File: src/rtl/fcg_pkg.sv
package fcg_pkg;

  typedef enum logic [1:0] {
    LVL_OPEN  = 2'd0,
    LVL_ONE   = 2'd1,
    LVL_TWO   = 2'd2,
    LVL_THREE = 2'd3
  } prot_lvl_t;

  localparam logic [1:0] SRC_DEBUG = 2'd0;
  localparam logic [1:0] SRC_BOOT  = 2'd1;
  localparam logic [1:0] SRC_IAP   = 2'd2;

  localparam logic [1:0] OP_READ       = 2'd0;
  localparam logic [1:0] OP_PROG       = 2'd1;
  localparam logic [1:0] OP_SECT_ERASE = 2'd2;
  localparam logic [1:0] OP_DEV_ERASE  = 2'd3;

endpackage

File: src/rtl/fcg_level_latch.sv
module fcg_level_latch
  import fcg_pkg::*;
#(
  parameter int unsigned PROT_W = 32,
  parameter logic [PROT_W-1:0] WORD_NONE = '1,
  parameter logic [PROT_W-1:0] WORD_L1 = '0,
  parameter logic [PROT_W-1:0] WORD_L2 = '0,
  parameter logic [PROT_W-1:0] WORD_L3 = '0
) (
  input  logic              clk,
  input  logic              rst_n,
  input  logic [PROT_W-1:0] prot_word,
  output prot_lvl_t         level
);

  logic      cap_q, cap_d;
  prot_lvl_t level_q, level_d;
  prot_lvl_t decoded;

  // Unknown patterns fall through to open.
  always_comb begin
    if (prot_word == WORD_L3)        decoded = LVL_THREE;
    else if (prot_word == WORD_L2)   decoded = LVL_TWO;
    else if (prot_word == WORD_L1)   decoded = LVL_ONE;
    else if (prot_word == WORD_NONE) decoded = LVL_OPEN;
    else                             decoded = LVL_OPEN;
  end

  always_comb begin
    cap_d   = cap_q;
    level_d = level_q;
    if (!cap_q) begin
      cap_d   = 1'b1;
      level_d = decoded;
    end
  end

  // Strictest tier until the word has been taken.
  always_ff @(posedge clk or negedge rst_n) begin
    if (!rst_n) begin
      cap_q   <= 1'b0;
      level_q <= LVL_THREE;
    end else begin
      cap_q   <= cap_d;
      level_q <= level_d;
    end
  end

  assign level = level_q;


  level_frozen_chk: assert property (@(posedge clk) disable iff (!rst_n)
    cap_q |=> $stable(level_q));

endmodule

File: src/rtl/fcg_policy.sv
module fcg_policy
  import fcg_pkg::*;
#(
  parameter int unsigned SECTOR_W = 5
) (
  input  prot_lvl_t           level,
  input  logic                erased,
  input  logic [1:0]          origin,
  input  logic [1:0]          kind,
  input  logic [SECTOR_W-1:0] sector,
  output logic                allow
);

  logic boot_allow;
  logic not_sec0;

  assign not_sec0 = (sector != '0);

  always_comb begin
    unique case (level)
      LVL_OPEN:  boot_allow = 1'b1;
      LVL_ONE:   boot_allow = not_sec0 && (kind == OP_PROG || kind == OP_SECT_ERASE);
      LVL_TWO:   boot_allow = (kind == OP_DEV_ERASE) || (kind == OP_PROG && erased);
      default:   boot_allow = 1'b0;
    endcase
  end

  always_comb begin
    unique case (origin)
      SRC_IAP:   allow = 1'b1;
      SRC_DEBUG: allow = (level == LVL_OPEN);
      SRC_BOOT:  allow = boot_allow;
      default:   allow = 1'b0;
    endcase
  end

endmodule

File: src/rtl/fcg_access_gate.sv
module fcg_access_gate
  import fcg_pkg::*;
#(
  parameter int unsigned PROT_W   = 32,
  parameter int unsigned SECTOR_W = 5,
  parameter logic [PROT_W-1:0] WORD_NONE = 32'hFFFF_FFFF,
  parameter logic [PROT_W-1:0] WORD_L1   = 32'h5A3C_0001,
  parameter logic [PROT_W-1:0] WORD_L2   = 32'hA5C3_0002,
  parameter logic [PROT_W-1:0] WORD_L3   = 32'h3C5A_0003
) (
  input  logic                clk,
  input  logic                rst_n,
  input  logic [PROT_W-1:0]   prot_word,
  input  logic                req_valid,
  input  logic [1:0]          req_origin,
  input  logic [1:0]          req_kind,
  input  logic [SECTOR_W-1:0] req_sector,
  input  logic                boot_pin,
  output logic                rsp_valid,
  output logic                rsp_grant,
  output logic                dbg_enable,
  output logic                boot_ovr_enable
);

  prot_lvl_t level;
  logic      allow;
  logic      erased_q, erased_d;
  logic      rsp_valid_q, rsp_valid_d;
  logic      rsp_grant_q, rsp_grant_d;

  fcg_level_latch #(
    .PROT_W   (PROT_W),
    .WORD_NONE(WORD_NONE),
    .WORD_L1  (WORD_L1),
    .WORD_L2  (WORD_L2),
    .WORD_L3  (WORD_L3)
  ) u_latch (
    .clk      (clk),
    .rst_n    (rst_n),
    .prot_word(prot_word),
    .level    (level)
  );

  fcg_policy #(.SECTOR_W(SECTOR_W)) u_policy (
    .level (level),
    .erased(erased_q),
    .origin(req_origin),
    .kind  (req_kind),
    .sector(req_sector),
    .allow (allow)
  );

  always_comb begin
    erased_d    = erased_q;
    rsp_valid_d = req_valid;
    rsp_grant_d = 1'b0;
    if (req_valid) begin
      rsp_grant_d = allow;
      if (allow && req_kind == OP_DEV_ERASE) erased_d = 1'b1;
    end
  end

  always_ff @(posedge clk or negedge rst_n) begin
    if (!rst_n) begin
      erased_q    <= 1'b0;
      rsp_valid_q <= 1'b0;
      rsp_grant_q <= 1'b0;
    end else begin
      erased_q    <= erased_d;
      rsp_valid_q <= rsp_valid_d;
      rsp_grant_q <= rsp_grant_d;
    end
  end

  assign rsp_valid       = rsp_valid_q;
  assign rsp_grant       = rsp_grant_q;
  assign dbg_enable      = (level == LVL_OPEN);
  assign boot_ovr_enable = boot_pin && (level != LVL_THREE);


  rsp_follows_req_chk: assert property (@(posedge clk) disable iff (!rst_n)
    req_valid |=> rsp_valid);

  rsp_idle_chk: assert property (@(posedge clk) disable iff (!rst_n)
    !req_valid |=> !rsp_valid);

  grant_with_valid_chk: assert property (@(posedge clk) disable iff (!rst_n)
    rsp_grant |-> rsp_valid);

  iap_exempt_chk: assert property (@(posedge clk) disable iff (!rst_n)
    (req_valid && req_origin == SRC_IAP) |=> rsp_grant);

  debug_locked_chk: assert property (@(posedge clk) disable iff (!rst_n)
    (req_valid && req_origin == SRC_DEBUG && !dbg_enable) |=> !rsp_grant);

  prog_needs_erase_chk: assert property (@(posedge clk) disable iff (!rst_n)
    (req_valid && level == LVL_TWO && req_origin == SRC_BOOT &&
     req_kind == OP_PROG && !erased_q) |=> !rsp_grant);

  override_lockout_chk: assert property (@(posedge clk) disable iff (!rst_n)
    (req_valid && req_origin == SRC_BOOT && boot_pin && !boot_ovr_enable) |=> !rsp_grant);

endmodule

File: config.mk
export PLATFORM = sky130hd
export DESIGN_NAME = fcg_access_gate
export DESIGN_NICKNAME = d
export VERILOG_FILES = /design/src/rtl/fcg_pkg.sv /design/src/rtl/fcg_level_latch.sv /design/src/rtl/fcg_policy.sv /design/src/rtl/fcg_access_gate.sv
export SDC_FILE = /design/constraint.sdc
export NUM_CORES = 1
export LEC_CHECK = 0
export ABC_CLOCK_PERIOD_IN_PS = 2600
export BUFFER_PORTS_ARGS = -buffer_cell sky130_fd_sc_hd__buf_2
export CAP_MARGIN = 30
export CORE_UTILIZATION = 37
export CTS_CLUSTER_DIAMETER = 50
export DETAILED_ROUTE_END_ITERATION = 10
export GPL_TIMING_DRIVEN = 1
export PLACE_DENSITY = 0.83
export SYNTH_ARGS = -nofsm -noshare
export SYNTH_HDL_FRONTEND = slang
export SYNTH_HIERARCHICAL = 1
export SYNTH_SLANG_ARGS = --single-unit
File: constraint.sdc
create_clock -name clk -period 2.6 [get_ports clk]
set_clock_uncertainty 0.05 [all_clocks]
set_input_delay 0.52 -clock clk [delete_from_list [all_inputs] [get_ports clk]]
set_output_delay 0.52 -clock clk [all_outputs]
set_load 0.02 [all_outputs]
==> impl_metrics.ini <==
[sta]
fin_crit_ns = 1.667
period_share = 0.6411
setup_violations = 0
hold_viol = 0
rsz0062_at_grt = false
tns_ns = 0
slew_violations = 0
max_freq_mhz = 599.9

[placed_design]
place_congestion = 0.6258
place_inst = 106
port_buffers = 48
hpwl_mm = 1.096

[clock_network]
insertion_delay_ns = 0.24
root_buffer = clkbuf_4
cts.sinks = 6
clk_pin_slew_ns = 0.04
ctsResizeCount = 0
cts_buffers = 3
cts.path.max_buffers = 2
htree_levels = 1
cts_setup_buffers = 0
postCtsHoldBufs = 0
tritoncts = done

[grt]
grt_remaining_overflow = 0
grt_util_all_layers = 0.2017
antenna_found_initial = 0
grt_pass1_wl_mm = 1.994
grt_max_degree = 8
grt_pass1_vias = 502

[critical_path]
critPathLaunchType = flop
critPathMaxStageDelay_ns = 0.59
slowest_stage = dfstp_2
cpLargestDelayFamily = flip-flops
critPathMaxFanout = 7
cp_data_required_time_ns = 2.03
timing_worst_setup_path_type = reg -> out
end_kind = output port
crit_buf_inv = 1
worstPathArrival_ns = 1.10
crit_chain = a21boi_0 -> buf_2

[power]
ir_drop_mv = 0.2455
powerDensity_nw_per_um2 = 329.0
p_leak_nw = 0.3848

[finish]
antenna-diode-count = 0
final_common_cell = buf_2
syn_to_final_growth_pct = 58.21
fin_cells = 110
drive_above_1_share = 0.6563
final_cell_mix = buf_2 (48), dfrtp_1 (4), and4bb_2 (4), nand4b_1 (4)
layout.nets = 144

[drt]
ant_nets = 0
vias_per_cell = 5.100
firstDrtPassIters = 2
drtIter0Drc = 1
wl_mm = 1.242
vias = 561
drc = 0
wl_per_cell_um = 11.29

[floorplanning]
io_pins = 49
die_x_um = 38.32
core_area_um2 = 1171
die_y_um = 38.32
num_rows = 12
dieArea_um2 = 1468
initial_utilization = 0.4167

[yosys]
yosysTopAreaCellShare = 0.2051
synth_top_cell_by_area = dfrtp_1
syn-cell-area_um2 = 488.0
netlist_instances = 44
ys_seq_elements = 6
synth_area_per_cell_um2 = 11.09
yosys_warnings = 6
ys_types = 23
ys_seq_area_frac = 0.3128
synth_nets = 91
synth.area.top_cells = dfrtp_1 (21%), dfstp_2 (11%), and4bb_2 (10%)

[job]
cap_violations = 0

[min_path]
hold_class = in -> async

[status]
status = finished clean
==> state kept, by name, indices dropped and copies added (netlist names) <==
register / count
rsp_valid: 1
erased_q: 1
u_latch/cap_q: 1
rsp_grant: 1
u_latch/level: 2
==> cell type report <==
class / count / area (um2)
clock buffer: 4 / 26.28
fill: 97 / 399.1
inverter: 2 / 7.507
multi-input combinational: 36 / 327.8
sequential: 6 / 152.6
tap: 14 / 17.52
timing repair buffer: 48 / 240.2
==> routing by layer <==
| layer | up-vias | part of all wire | wire length, um | GRT usage |
|---|---|---|---|---|
| li1 | 284 | - | - | - |
| met1 | 247 | 0.38 | 474 | 0.2234 |
| met2 | 25 | 0.53 | 655 | 0.3390 |
| met3 | 5 | 0.072 | 89 | 0.06395 |
| met4 | 0 | 0.019 | 23 | 0.1071 |
| met5 | - | 0 | 0 | 0 |
==> power by group <==
| group | switching [mW] | internal, mW |
|---|---|---|
| clock | 0.0337 | 0.0581 |
| combinational | 0.0277 | 0.0368 |
| sequential | 0.00105 | 0.0966 |
| total | 0.0624 | 0.192 |
==> cell families after synthesis <==
| logic type | count (synthesis) | share of synthesized area |
|---|---|---|
| flip-flops | 6 | 0.3128 |
| AND/OR/NAND/NOR | 23 | 0.4436 |
| adder cells (fa/ha/maj) | 2 | 0.05127 |
| AO/OA/AOI/OAI | 10 | 0.1692 |
| other | 1 | 0.007685 |
| buffers and inverters | 2 | 0.01539 |
==> per-stage QoR <==
stage                     utilization  cell area (um2)  setup WS (ns)  hold WS, ns  power, mW
after floorplan                     -            488.0          1.001       0.1744     0.1188
after global routing           0.6592            772.0         0.8706      0.03891     0.2713
final                          0.6592            772.0         0.9331      0.03767     0.2540
after CTS                      0.6592            772.0         0.9224      0.03284     0.2588
after global placement         0.6368            745.7         0.8714       0.3003     0.1612
after detailed placement       0.6368            745.7         0.7959       0.2982     0.1640
==> worst paths after layout <==
| path | start | endpoint | cells past startpoint | slack (ns) |
|---|---|---|---|---|
| min | rst_n | erased_q$_DFFE_PN0P_ | 1 | 0.04 |
| max reg2reg | u_latch/level[0]$_DFFE_PN1N_ | erased_q$_DFFE_PN0P_ | 4 | 1.09 |
| max | u_latch/level[0]$_DFFE_PN1N_ | boot_ovr_enable | 2 | 0.93 |
| max in group asynchronous | rst_n | u_latch/level[1]$_DFFE_PN1N_ | 1 | 2.24 |
| min reg2reg | erased_q$_DFFE_PN0P_ | erased_q$_DFFE_PN0P_ | 1 | 0.44 |
| min in group clk | req_valid | rsp_valid$_DFF_PN0_ | 1 | 0.37 |
==> synthesized netlist by cell type <==
cell      instances
nor3_1            2
a21boi_0          1
nor4b_4           1
and2_2            1
nor2_1            2
conb_1            1
and3b_1           2
nor4_2            3
nand4_1           1
nor3b_1           2
ha_1              2
a221oi_2          1
a21o_1            2
o32a_1            1
nand4b_1          4
and4bb_2          4
dfstp_2           2
a21oi_1           2
inv_1             2
dfrtp_1           4
a41o_1            1
a211oi_1          2
nor2b_1           1
Note: power is estimated with default switching activity, not from simulation.
